[src/rtl/nvm_clkdiv_pkg.sv]
package nvm_clkdiv_pkg;

   typedef enum logic {PRE_BYPASS = 1'b0, PRE_ON = 1'b1} pre_mode_e;

   // total division ratio for a given setting
   function automatic longint unsigned total_ratio(input pre_mode_e mode,
                                                   input int unsigned divisor,
                                                   input int unsigned pre_ratio);
      longint unsigned r;
      r = longint'(divisor) + 1;
      if (mode == PRE_ON) r = r * pre_ratio;
      return r;
   endfunction

endpackage

[src/rtl/nvm_clkdiv_cfg.sv]
module nvm_clkdiv_cfg #(
   parameter int DIV_W = 6
) (
   input  logic             clk,
   input  logic             rst_n,
   input  logic             wr_en,
   input  logic [DIV_W:0]   wr_bits,
   output logic             loaded,
   output logic             pre_sel,
   output logic [DIV_W-1:0] divisor
);
   always_ff @(posedge clk) begin
      if (!rst_n) begin
         loaded  <= 1'b0;
         pre_sel <= 1'b0;
         divisor <= '0;
      end else if (wr_en && !loaded) begin
         loaded  <= 1'b1;
         pre_sel <= wr_bits[DIV_W];
         divisor <= wr_bits[DIV_W-1:0];
      end
   end
endmodule

[src/rtl/nvm_clkdiv_pre.sv]
module nvm_clkdiv_pre #(
   parameter int PRE_RATIO = 8
) (
   input  logic clk,
   input  logic rst_n,
   input  logic run,
   input  logic pre_sel,
   output logic stb
);
   generate
      if (PRE_RATIO == 1) begin : g_none
         assign stb = run;
      end else begin : g_cnt
         localparam int PW = $clog2(PRE_RATIO);
         localparam logic [PW-1:0] LAST = PW'(PRE_RATIO - 1);
         logic [PW-1:0] cnt;
         always_ff @(posedge clk) begin
            if (!rst_n || !run || !pre_sel) cnt <= '0;
            else if (cnt == LAST)           cnt <= '0;
            else                            cnt <= cnt + 1'b1;
         end
         assign stb = run && (!pre_sel || (cnt == LAST));
      end
   endgenerate
endmodule

[src/rtl/nvm_clkdiv_cnt.sv]
module nvm_clkdiv_cnt #(
   parameter int DIV_W = 6
) (
   input  logic             clk,
   input  logic             rst_n,
   input  logic             run,
   input  logic             step,
   input  logic [DIV_W-1:0] limit,
   output logic             tick
);
   logic [DIV_W-1:0] cnt;
   logic             at_end;

   assign at_end = (cnt == limit);

   always_ff @(posedge clk) begin
      if (!rst_n || !run) cnt <= '0;
      else if (step)      cnt <= at_end ? '0 : cnt + 1'b1;
   end

   assign tick = run && step && at_end;
endmodule

[src/rtl/nvm_clkdiv_range.sv]
module nvm_clkdiv_range
   import nvm_clkdiv_pkg::*;
#(
   parameter int DIV_W     = 6,
   parameter int PRE_RATIO = 8,
   parameter longint unsigned BUS_HZ = 64'd8_000_000,
   parameter longint unsigned MIN_HZ = 64'd150_000,
   parameter longint unsigned MAX_HZ = 64'd200_000
) (
   input  logic             loaded,
   input  logic             pre_sel,
   input  logic [DIV_W-1:0] divisor,
   output logic             bad
);
   longint unsigned ratio;
   always_comb begin
      ratio = total_ratio(pre_mode_e'(pre_sel), int'(divisor), PRE_RATIO);
      // f = BUS_HZ / ratio ; compare without division
      bad = loaded && ((BUS_HZ < MIN_HZ * ratio) || (BUS_HZ > MAX_HZ * ratio));
   end
endmodule

[src/rtl/nvm_clkdiv.sv]
module nvm_clkdiv #(
   parameter int DIV_W     = 6,
   parameter int PRE_RATIO = 8,
   parameter longint unsigned BUS_HZ = 64'd8_000_000,
   parameter longint unsigned MIN_HZ = 64'd150_000,
   parameter longint unsigned MAX_HZ = 64'd200_000
) (
   input  logic             clk,
   input  logic             rst_n,
   input  logic             wr_en,
   input  logic [DIV_W+1:0] wr_data,
   output logic [DIV_W+1:0] rd_data,
   output logic             tick,
   output logic             pe_allow,
   output logic             freq_bad
);
   localparam int CFG_W = DIV_W + 1;

   generate
      if (DIV_W < 1 || DIV_W > 16) begin : g_bad_w
         $error("nvm_clkdiv: DIV_W out of range");
      end
      if (PRE_RATIO < 1) begin : g_bad_pre
         $error("nvm_clkdiv: PRE_RATIO must be positive");
      end
      if (MIN_HZ > MAX_HZ) begin : g_bad_win
         $error("nvm_clkdiv: MIN_HZ above MAX_HZ");
      end
   endgenerate

   logic             loaded;
   logic             pre_sel;
   logic [DIV_W-1:0] divisor;
   logic             pre_stb;

   nvm_clkdiv_cfg #(.DIV_W(DIV_W)) u_cfg (
      .clk(clk), .rst_n(rst_n), .wr_en(wr_en),
      .wr_bits(wr_data[CFG_W-1:0]),
      .loaded(loaded), .pre_sel(pre_sel), .divisor(divisor)
   );

   nvm_clkdiv_pre #(.PRE_RATIO(PRE_RATIO)) u_pre (
      .clk(clk), .rst_n(rst_n), .run(loaded), .pre_sel(pre_sel), .stb(pre_stb)
   );

   nvm_clkdiv_cnt #(.DIV_W(DIV_W)) u_cnt (
      .clk(clk), .rst_n(rst_n), .run(loaded), .step(pre_stb),
      .limit(divisor), .tick(tick)
   );

   nvm_clkdiv_range #(
      .DIV_W(DIV_W), .PRE_RATIO(PRE_RATIO),
      .BUS_HZ(BUS_HZ), .MIN_HZ(MIN_HZ), .MAX_HZ(MAX_HZ)
   ) u_rng (
      .loaded(loaded), .pre_sel(pre_sel), .divisor(divisor), .bad(freq_bad)
   );

   assign rd_data  = {loaded, pre_sel, divisor};
   assign pe_allow = loaded;
endmodule

[config.mk]
export PLATFORM = sky130hd
export DESIGN_NAME = nvm_clkdiv
export DESIGN_NICKNAME = d
export VERILOG_FILES = /design/src/rtl/nvm_clkdiv_pkg.sv /design/src/rtl/nvm_clkdiv_cfg.sv /design/src/rtl/nvm_clkdiv_pre.sv /design/src/rtl/nvm_clkdiv_cnt.sv /design/src/rtl/nvm_clkdiv_range.sv /design/src/rtl/nvm_clkdiv.sv
export SDC_FILE = /design/constraint.sdc
export NUM_CORES = 1
export LEC_CHECK = 0
export ABC_CLOCK_PERIOD_IN_PS = 7500
export BUFFER_PORTS_ARGS = -buffer_cell sky130_fd_sc_hd__buf_2
export CAP_MARGIN = 20
export CORE_ASPECT_RATIO = 1.2
export CORE_UTILIZATION = 45
export CTS_CLUSTER_DIAMETER = 30
export DETAILED_ROUTE_END_ITERATION = 6
export GPL_TIMING_DRIVEN = 0
export PLACE_DENSITY_LB_ADDON = 0.05
export REMOVE_ABC_BUFFERS = 1
export SLEW_MARGIN = 40
export SYNTH_ARGS = -nofsm -noshare
export SYNTH_HDL_FRONTEND = slang
export SYNTH_HIERARCHICAL = 1
export SYNTH_SLANG_ARGS = --single-unit
[constraint.sdc]
create_clock -name clk -period 7.5 [get_ports clk]
set_input_delay 0.75 -clock clk [delete_from_list [all_inputs] [get_ports clk]]
set_output_delay 0.75 -clock clk [all_outputs]
set_load 0.1 [all_outputs]
* After elaboration in Yosys (flattened, before gate mapping)
Cells that the tools add are included.
W data, S select, Z words.
** Word-level totals
- Output and inout port bits :: 11
- Flip-flop bits (word level) :: 17
- Input bits :: 11
- Logic and storage cells :: 29
** Operators by class
- Magnitude comparators :: 2
- Add/sub/neg operators :: 3
- Equality and inequality tests :: 2
- Mux-type cells :: 2
- Reduce and logical (&&, ||, !) cells :: 13
- Multiply operators :: 2
** Operators by type and width (number)
- $gt A23 B64 Y1 const A :: 1
- $lt A23 B64 Y1 const A :: 1
- $mul A12 B64 Y58 const A :: 1
- $mul A14 B64 Y60 const A :: 1
- $mux W64 :: 1
- $add A6 B1 Y7 const B :: 1
- $add A6 B1 Y6 const B :: 1
- $eq A6 B6 Y1 :: 1
- $mux W6 :: 1
- $logic_and A1 B1 Y1 :: 5
- $logic_or A1 B1 Y1 :: 4
- $add A3 B1 Y3 const B :: 1
- $eq A3 B3 Y1 const B :: 1
- $logic_not A1 Y1 :: 3
- $reduce_or A2 Y1 :: 1

* Longest topological paths before layout
Gate-level depths: netlist (run 1).
- Depth after elaboration :: 6
- Gate-level depth with buffers :: 24
- Mapped depth without buffers :: 23

* By module
Netlist (run 1), hierarchy kept.
** Modules (own cells, without submodules)
- nvm_clkdiv_range :: sequential area each 0.0 um^2, cells an instance 595, area an instance 5217.5 um^2, times used 1
- nvm_clkdiv_cnt :: sequential area each 120.1 um^2, cells an instance 37, area an instance 367.9 um^2, times used 1
- nvm_clkdiv_cfg :: sequential area each 160.2 um^2, cells an instance 33, area an instance 315.3 um^2, times used 1
- nvm_clkdiv_pre :: sequential area each 60.1 um^2, cells an instance 11, area an instance 127.6 um^2, times used 1
- nvm_clkdiv :: sequential area each 0.0 um^2, cells an instance 2, area an instance 15.0 um^2, times used 1

* Least setup slack after synthesis (run 1)
Ideal clock, no wire load.
- Path type :: flip-flop to output port
- From :: reg u_cfg.divisor[0]
- To :: out freq_bad
- Required time :: 6.750 ns
- Cell stages (with the launch flop) :: 21
- Arrival time :: 7.390 ns
- Path slack :: -0.640 ns
- Buffers on the path :: 1
- Path through :: dfxtp_1 > ha_1 > nand3_1 > nor3_1 > fa_1 > fa_1 > inv_1 > fa_1 > inv_1 > fa_1 > fa_1 > ha_1 > buf_6 > a211o_1 > a221oi_2 > o21a_1 > xnor2_1 > o311a_1 > a211oi_2 > o32ai_1 > a41o_1
** On the way
- Word-level cells in the longest chain between the ends :: 6
- Elaborated cells on any way between the ends :: 8
- Those cells by class :: 1 x add/sub; 2 x mul; 2 x order compare; 1 x mux; 2 x reduce/logical
** Ends and longest elaborated chain
- from (decl) :: RTL line nvm_clkdiv_cfg.sv:10 : output logic [DIV_W-1:0] divisor
- from (signal assigned) :: RTL line nvm_clkdiv_cfg.sv:20 : divisor <= wr_bits[DIV_W-1:0];
- $add A6 B1 Y7 * :: RTL line nvm_clkdiv_pkg.sv:10 : r = longint'(divisor) + 1;
- $mux W64 * :: RTL line nvm_clkdiv_pkg.sv:11 : if (mode == PRE_ON) r = r * pre_ratio;
- $mul A14 B64 Y60 or $mul A12 B64 Y58 (tied branches) :: RTL line nvm_clkdiv_range.sv:19 : bad = loaded && ((BUS_HZ < MIN_HZ * ratio) || (BUS_HZ > MAX_HZ * ratio));
- $lt A23 B64 Y1 or $gt A23 B64 Y1 (tied branches) :: RTL line nvm_clkdiv_range.sv:19
- $logic_or A1 B1 Y1 * :: RTL line nvm_clkdiv_range.sv:19
- $logic_and A1 B1 Y1 * :: RTL line nvm_clkdiv_range.sv:19
- to (decl) :: RTL line nvm_clkdiv.sv:15 : output logic freq_bad
Every way passes the cells marked *; elsewhere a longest branch is shown, timed or not.

* Worst setup path after layout (run 1)
Ends and elaborated chain as after synthesis.

==> impl_metrics.json, run 1 <==
{
  "gp_congestion": 0.837,
  "synth_area_per_cell_um2": 8.91,
  "worstSetupPathType": "reg -> out",
  "drt_iter0_drc": 118,
  "status": "completed",
  "layout-drive-gt1-share": 0.130,
  "cts_tree": "done",
  "grt_max_degree": 18,
  "seqPwrFrac": 0.089,
  "first_global_vias": 5032,
  "die-area_mm2": 0.0139,
  "antenna_found_initial": 0,
  "muxShareOfSynthArea": 0.0219,
  "synth_top_area_share": 0.308,
  "stdcell_count": 867,
  "grt_overflow": 0,
  "die_x_um": 108,
  "dp.cells": 846,
  "clockRootBuffer": "clkbuf_16",
  "ys_ff_latch": 17,
  "internal-power_uw": 552,
  "htree_levels": 1,
  "p_sw_frac": 0.520,
  "grt_use_total": 0.201,
  "max_freq_mhz": 139,
  "ir_worst_vdd_mv": 0.123,
  "hold_class": "reg -> reg",
  "r2r_end": "u_cnt/cnt[5]",
  "p_leak_nw": 3.50,
  "synth_compound_area_frac": 0.187,
  "hold_buffers": 0,
  "synth.distinct_cells": 80,
  "die_y_um": 129,
  "p_per_area_mw_per_mm2": 177,
  "crit_fanout": 9,
  "clkPwrFrac": 0.092,
  "final.min_clock_period_ns": 7.20,
  "setup-violations-final": 0,
  "dpl.hpwl_um": 11000,
  "hold_end": "u_pre/g_cnt.cnt[0]",
  "end_kind": "primary output",
  "syn_area_mm2": 0.00604,
  "drtPass1Iterations": 4,
  "drc": 0,
  "worst_pin_slew_ns": 0.744,
  "core_mm2": 0.0132,
  "async_flop_share": 0,
  "critPathArrivalTime_ns": 6.45,
  "vias_per_cell": 5.64,
  "required_ns": 6.75,
  "num_vias": 4887,
  "grt_pass1_wl_um": 22900,
  "r2r_start": "u_pre/g_cnt.cnt[0]",
  "relSlewSlack": 0.503,
  "nNetsFinal": 908,
  "finalCritPeriodShare": 0.961,
  "ant_nets": 0,
  "combPwrFrac": 0.819,
  "initial_core_util": 0.459,
  "r2r_slack_ns": 5.45,
  "clk_latency_ns": 0.25,
  "diodes": 0,
  "syn_inst": 678,
  "cts_buffers": 3,
  "final_common_cell": "ha_1",
  "synthSimpleGateAreaFrac": 0.127,
  "io_buffers": 20,
  "num_rows": 46,
  "rsz0062_at_grt": "no",
  "whs_path_depth": 1,
  "yosys.area.top_type": "ha_1",
  "cp-start-kind": "register",
  "maxCapViolations": 0,
  "synthTopCellsByArea": "ha_1 (31%), fa_1 (16%), inv_1 (6.5%)",
  "synth_edf_count": 0,
  "hp-start": "u_pre/g_cnt.cnt[0]",
  "clk_pin_slew_ns": 0.05,
  "rr_worst_depth": 7,
  "synthAdderAreaFrac": 0.467,
  "pin_count": 22,
  "ys_seq_area_frac": 0.0563,
  "hold_violations": 0,
  "clockBufferDepth": 2,
  "synth_xor_area_frac": 0.0478,
  "final_cell_mix": "ha_1 (148), inv_1 (105), fa_1 (48)",
  "switchingPower_uw": 597,
  "syn_to_final_growth_pct": 7.37,
  "drv_slew": 0,
  "cts_num_sinks": 17,
  "total_power_mw": 1.15,
  "routed_wl_um": 13100,
  "wire_per_inst_um": 15.1,
  "yosysWarningCount": 6,
  "clock_skew_ns": 0.00330,
  "synth_top_family_by_area": "adder cells",
  "ys_dominant_reg_cell": "dfxtp_1"
}
## worst max-delay path, stage by stage, from the launching register on
cell and delay [ns]:
dfxtp_4 0.44, ha_1 0.23, nand3_2 0.13, xnor2_1 0.19
and2_4 0.20, fa_1 0.47, fa_1 0.51, inv_1 0.06
fa_1 0.52, inv_1 0.05, fa_1 0.57, fa_1 0.47
ha_4 0.34, and4_4 0.26, o2111ai_1 0.16, o2111a_1 0.28
nand2b_2 0.22, mux2i_1 0.17, o211ai_1 0.13, o32ai_2 0.42
a41o_1 0.20, buf_12 0.18
## power groups by stage
stage                     sequential, mW  combinational, mW  clock, mW
after global placement             0.103              0.912          0
after global routing               0.103               1.07      0.111
after detailed placement           0.103              0.926          0
after floorplan                    0.123              0.720          0
after CTS                          0.102              0.939      0.108
final                              0.102              0.941      0.106
## synthesized netlist by cell type (all sizes together) (3+ instances only)
cell	number
a2111oi	5
a211o	6
a211oi	12
a21o	10
a21oi	31
a221oi	4
a31oi	5
and2	7
and3	5
and4	3
buf	17
clkbuf	3
dfxtp	17
fa	48
ha	149
inv	106
mux2i	11
nand2	38
nand2b	5
nand3	21
nand4	11
nor2	21
nor2b	3
nor3	9
nor3b	3
nor4	3
o2111ai	3
o211ai	8
o21a	9
o21ai	23
o21bai	4
o31ai	3
or2	6
or3	4
xnor2	19
xor2	14
## flip-flops by register name, summed over array words and instances, names as in the netlist
register         flops
u_cfg/pre_sel        1
u_cfg/loaded         1
u_cfg/divisor        6
u_cnt/cnt            6
u_pre/g_cnt.cnt      3
## worst max-delay path by stage
stage                     cells after the start        startpoint  endpoint  slack [ns]
after floorplan                              19  u_cfg/divisor[0]  freq_bad       -0.61
after global placement                       20  u_cfg/divisor[0]  freq_bad       -0.83
after detailed placement                     21  u_cfg/divisor[0]  freq_bad       -0.58
after CTS                                    21  u_cfg/divisor[0]  freq_bad        0.03
after global routing                         21  u_cfg/divisor[0]  freq_bad       0.008
final                                        21  u_cfg/divisor[0]  freq_bad        0.30
## stage by stage
| stage | util | TNS (ns) | cell area [um2] | hold slack (ns) | worst slack (ns) |
|---|---|---|---|---|---|
| floorplan | - | -0.615 | 5880 | 0.411 | -0.615 |
| global placement | 0.470 | -0.832 | 6190 | 0.421 | -0.832 |
| detailed placement | 0.471 | -0.585 | 6200 | 0.427 | -0.585 |
| CTS | 0.480 | 0 | 6330 | 0.437 | 0.0340 |
| global route | 0.492 | 0 | 6490 | 0.457 | 0.00771 |
| finish | 0.492 | 0 | 6490 | 0.431 | 0.296 |
## logic make-up after synthesis
family / count (synthesis)
xor+xnor: 33
mux: 13
simple gates: 145
flops: 17
compound gates: 147
fa+ha+maj: 197
buf+inv: 126
## area by class of cell
cell class	instances	area [um2]
well taps	168	210
clock inverters	1	5.00
flip-flops and latches	17	349
inverters	106	398
multi-input cells	535	5210
clock buffers	3	75.1
repair buffers	37	243
fillers	1259	6690
## what timing repair did
action                                 CTS  global route
resized for setup                       15             8
endpoints found under the hold margin    0             0
pin swaps                                2             2
setup buffers                            0            17
setup endpoints to repair                1             1
## metal layers
layer / vias up / track usage / part of all wire
met5: - / 0 / 0
met4: 0 / 0.0371 / 0.011
met3: 8 / 0.00608 / 0.023
met2: 62 / 0.380 / 0.52
met1: 2355 / 0.254 / 0.45
li1: 2462 / - / -
Power figures use the tool's default switching activity.
==> run 2: changes to the inputs <==
--- a/config.mk
+++ b/config.mk
@@ -9,7 +9,7 @@
 export BUFFER_PORTS_ARGS = -buffer_cell sky130_fd_sc_hd__buf_2
 export CAP_MARGIN = 20
 export CORE_ASPECT_RATIO = 1.2
-export CORE_UTILIZATION = 45
+export CORE_UTILIZATION = 35
 export CTS_CLUSTER_DIAMETER = 30
 export DETAILED_ROUTE_END_ITERATION = 6
 export GPL_TIMING_DRIVEN = 0
==> run 2 against run 1 <==
  * Count of clock-buffer cells in the layout increased by 1
  * Worst setup slack worse by 0.013 ns
  * First-iteration DRC count is 14% higher
  * Critical endpoint unchanged
  * Largest cell class unchanged
  * Largest power group unchanged
==> impl_metrics.json, run 2 (synthesized netlist as in run 1, its figures left out) <==
{
  "status": "completed",
  "grt_overflow": 0,
  "wire_per_inst_um": 15.3,
  "finalCritPeriodShare": 0.962,
  "clk_latency_ns": 0.25,
  "ant_nets": 0,
  "critPathArrivalTime_ns": 6.47,
  "setup-tns-final_ns": 0,
  "grt_use_met2": 0.300,
  "fin_util": 0.389,
  "cts_num_sinks": 17,
  "num_rows": 52,
  "drt_iter0_drc": 134,
  "r2r_slack_ns": 5.36,
  "final_cell_mix": "ha_1 (148), inv_1 (105), fa_1 (48)",
  "ir_worst_vdd_mv": 0.119,
  "nNetsFinal": 907,
  "maxCapViolations": 0,
  "clockBufferDepth": 2,
  "dp.cells": 894,
  "final_common_cell": "ha_1",
  "htree_levels": 1,
  "setup_ws_ns": 0.282,
  "max_freq_mhz": 139,
  "initial_core_util": 0.359,
  "regArea_um2": 352,
  "clk_pin_slew_ns": 0.05,
  "required_ns": 6.75,
  "die_y_um": 146,
  "hold_buffers": 0,
  "first_global_vias": 5104,
  "drtPass1Iterations": 4,
  "vias_per_cell": 5.37,
  "dpl.hpwl_um": 11800,
  "hold_violations": 0,
  "fill_cells": 1738,
  "die-area_mm2": 0.0178,
  "cts_buffers": 3,
  "setup-violations-final": 0,
  "relSlewSlack": 0.498,
  "gp_congestion": 0.824,
  "crit_fanout": 10,
  "cp-start-kind": "register",
  "hold_class": "reg -> reg",
  "num_vias": 4910,
  "hp-start": "u_pre/g_cnt.cnt[0]",
  "antenna_found_initial": 0,
  "stdcell_count": 914,
  "total_power_mw": 1.16,
  "p_per_area_mw_per_mm2": 176,
  "p_leak_nw": 3.50,
  "diodes": 0,
  "final_area_mm2": 0.00655,
  "rr_worst_depth": 7,
  "r2r_end": "u_cnt/cnt[5]",
  "worstSetupPathType": "reg -> out",
  "core_mm2": 0.0169,
  "r2r_start": "u_pre/g_cnt.cnt[0]",
  "final.min_clock_period_ns": 7.22,
  "multiInputGateArea_mm2": 0.00522,
  "clock_skew_ns": 0.00146,
  "cts_tree": "done",
  "clockRootBuffer": "clkbuf_16",
  "grt_pass1_wl_um": 24000,
  "grt_max_degree": 18,
  "layout-drive-gt1-share": 0.132,
  "pin_count": 22,
  "worst_pin_slew_ns": 0.751,
  "grt-busiest-layer": "met2",
  "dp_slack_ns": -0.668,
  "use_met1": 0.214,
  "drc": 0,
  "hold_end": "u_pre/g_cnt.cnt[0]",
  "end_kind": "primary output",
  "reg_top3": "u_cfg/divisor: 6 flops, u_cnt/cnt: 6 flops, u_pre/g_cnt.cnt: 3 flops",
  "routed_wl_um": 13900,
  "dpl_cell_area_mm2": 0.00626,
  "die_x_um": 122,
  "grt_use_total": 0.163,
  "grtUsageMet3": 0.00470,
  "syn_to_final_growth_pct": 8.43,
  "io_buffers": 20,
  "drv_slew": 0,
  "timing.hold.ws_ns": 0.432,
  "whs_path_depth": 1
}
==> run 2: area by class of cell <==
cell class,count,area share
clock buffers,4,0.0120
inverters,106,0.0607
multi-input cells,535,0.797
flip-flops and latches,17,0.0537
well taps,216,0.0412
repair buffers,36,0.0351
==> run 2: where the power goes <==
part           internal, mW  switching (mW)
combinational         0.389           0.557
sequential           0.0936         0.00883
clock                0.0722          0.0344
total                 0.555           0.600
==> run 2: worst max-delay path by stage <==
stage	startpoint	end	slack, ns
2_1_floorplan	u_cfg/divisor[0]	freq_bad	-0.61
3_3_place_gp	u_cfg/divisor[0]	freq_bad	-0.94
3_5_place_dp	u_cfg/divisor[0]	freq_bad	-0.67
4_1_cts	u_cfg/divisor[0]	freq_bad	0.01
5_1_grt	u_cfg/divisor[0]	freq_bad	-0.005
6_report	u_cfg/divisor[0]	freq_bad	0.28
==> run 2: worst max-delay path, cell delays in order, from the launching register on <==
cell       delay (ns)
dfxtp_4          0.43
ha_1             0.23
nand3_2          0.15
xnor2_2          0.18
mux2_2           0.41
fa_1             0.48
fa_1             0.49
ha_1             0.33
fa_1             0.57
fa_1             0.43
ha_1             0.50
nand3_1          0.12
o2111ai_1        0.21
o311a_1          0.21
mux2_1           0.32
o311a_1          0.30
a211oi_2         0.27
o32ai_2          0.17
a41o_1           0.25
buf_8            0.18
==> run 2: metal layers <==
metal / wire length [um] / vias up
met1: 6420 / 2398
met3: 166 / 9
li1: - / 2449
met2: 7260 / 54
met4: 100 / 0
met5: 0 / -
==> run 2: repair_timing <==
| item | 4_1_cts | 5_1_grt |
|---|---|---|
| setup buffers | 2 | 14 |
| pin swaps | 2 | 2 |
| gates resized for setup | 15 | 11 |
| setup endpoints to repair | 1 | 1 |
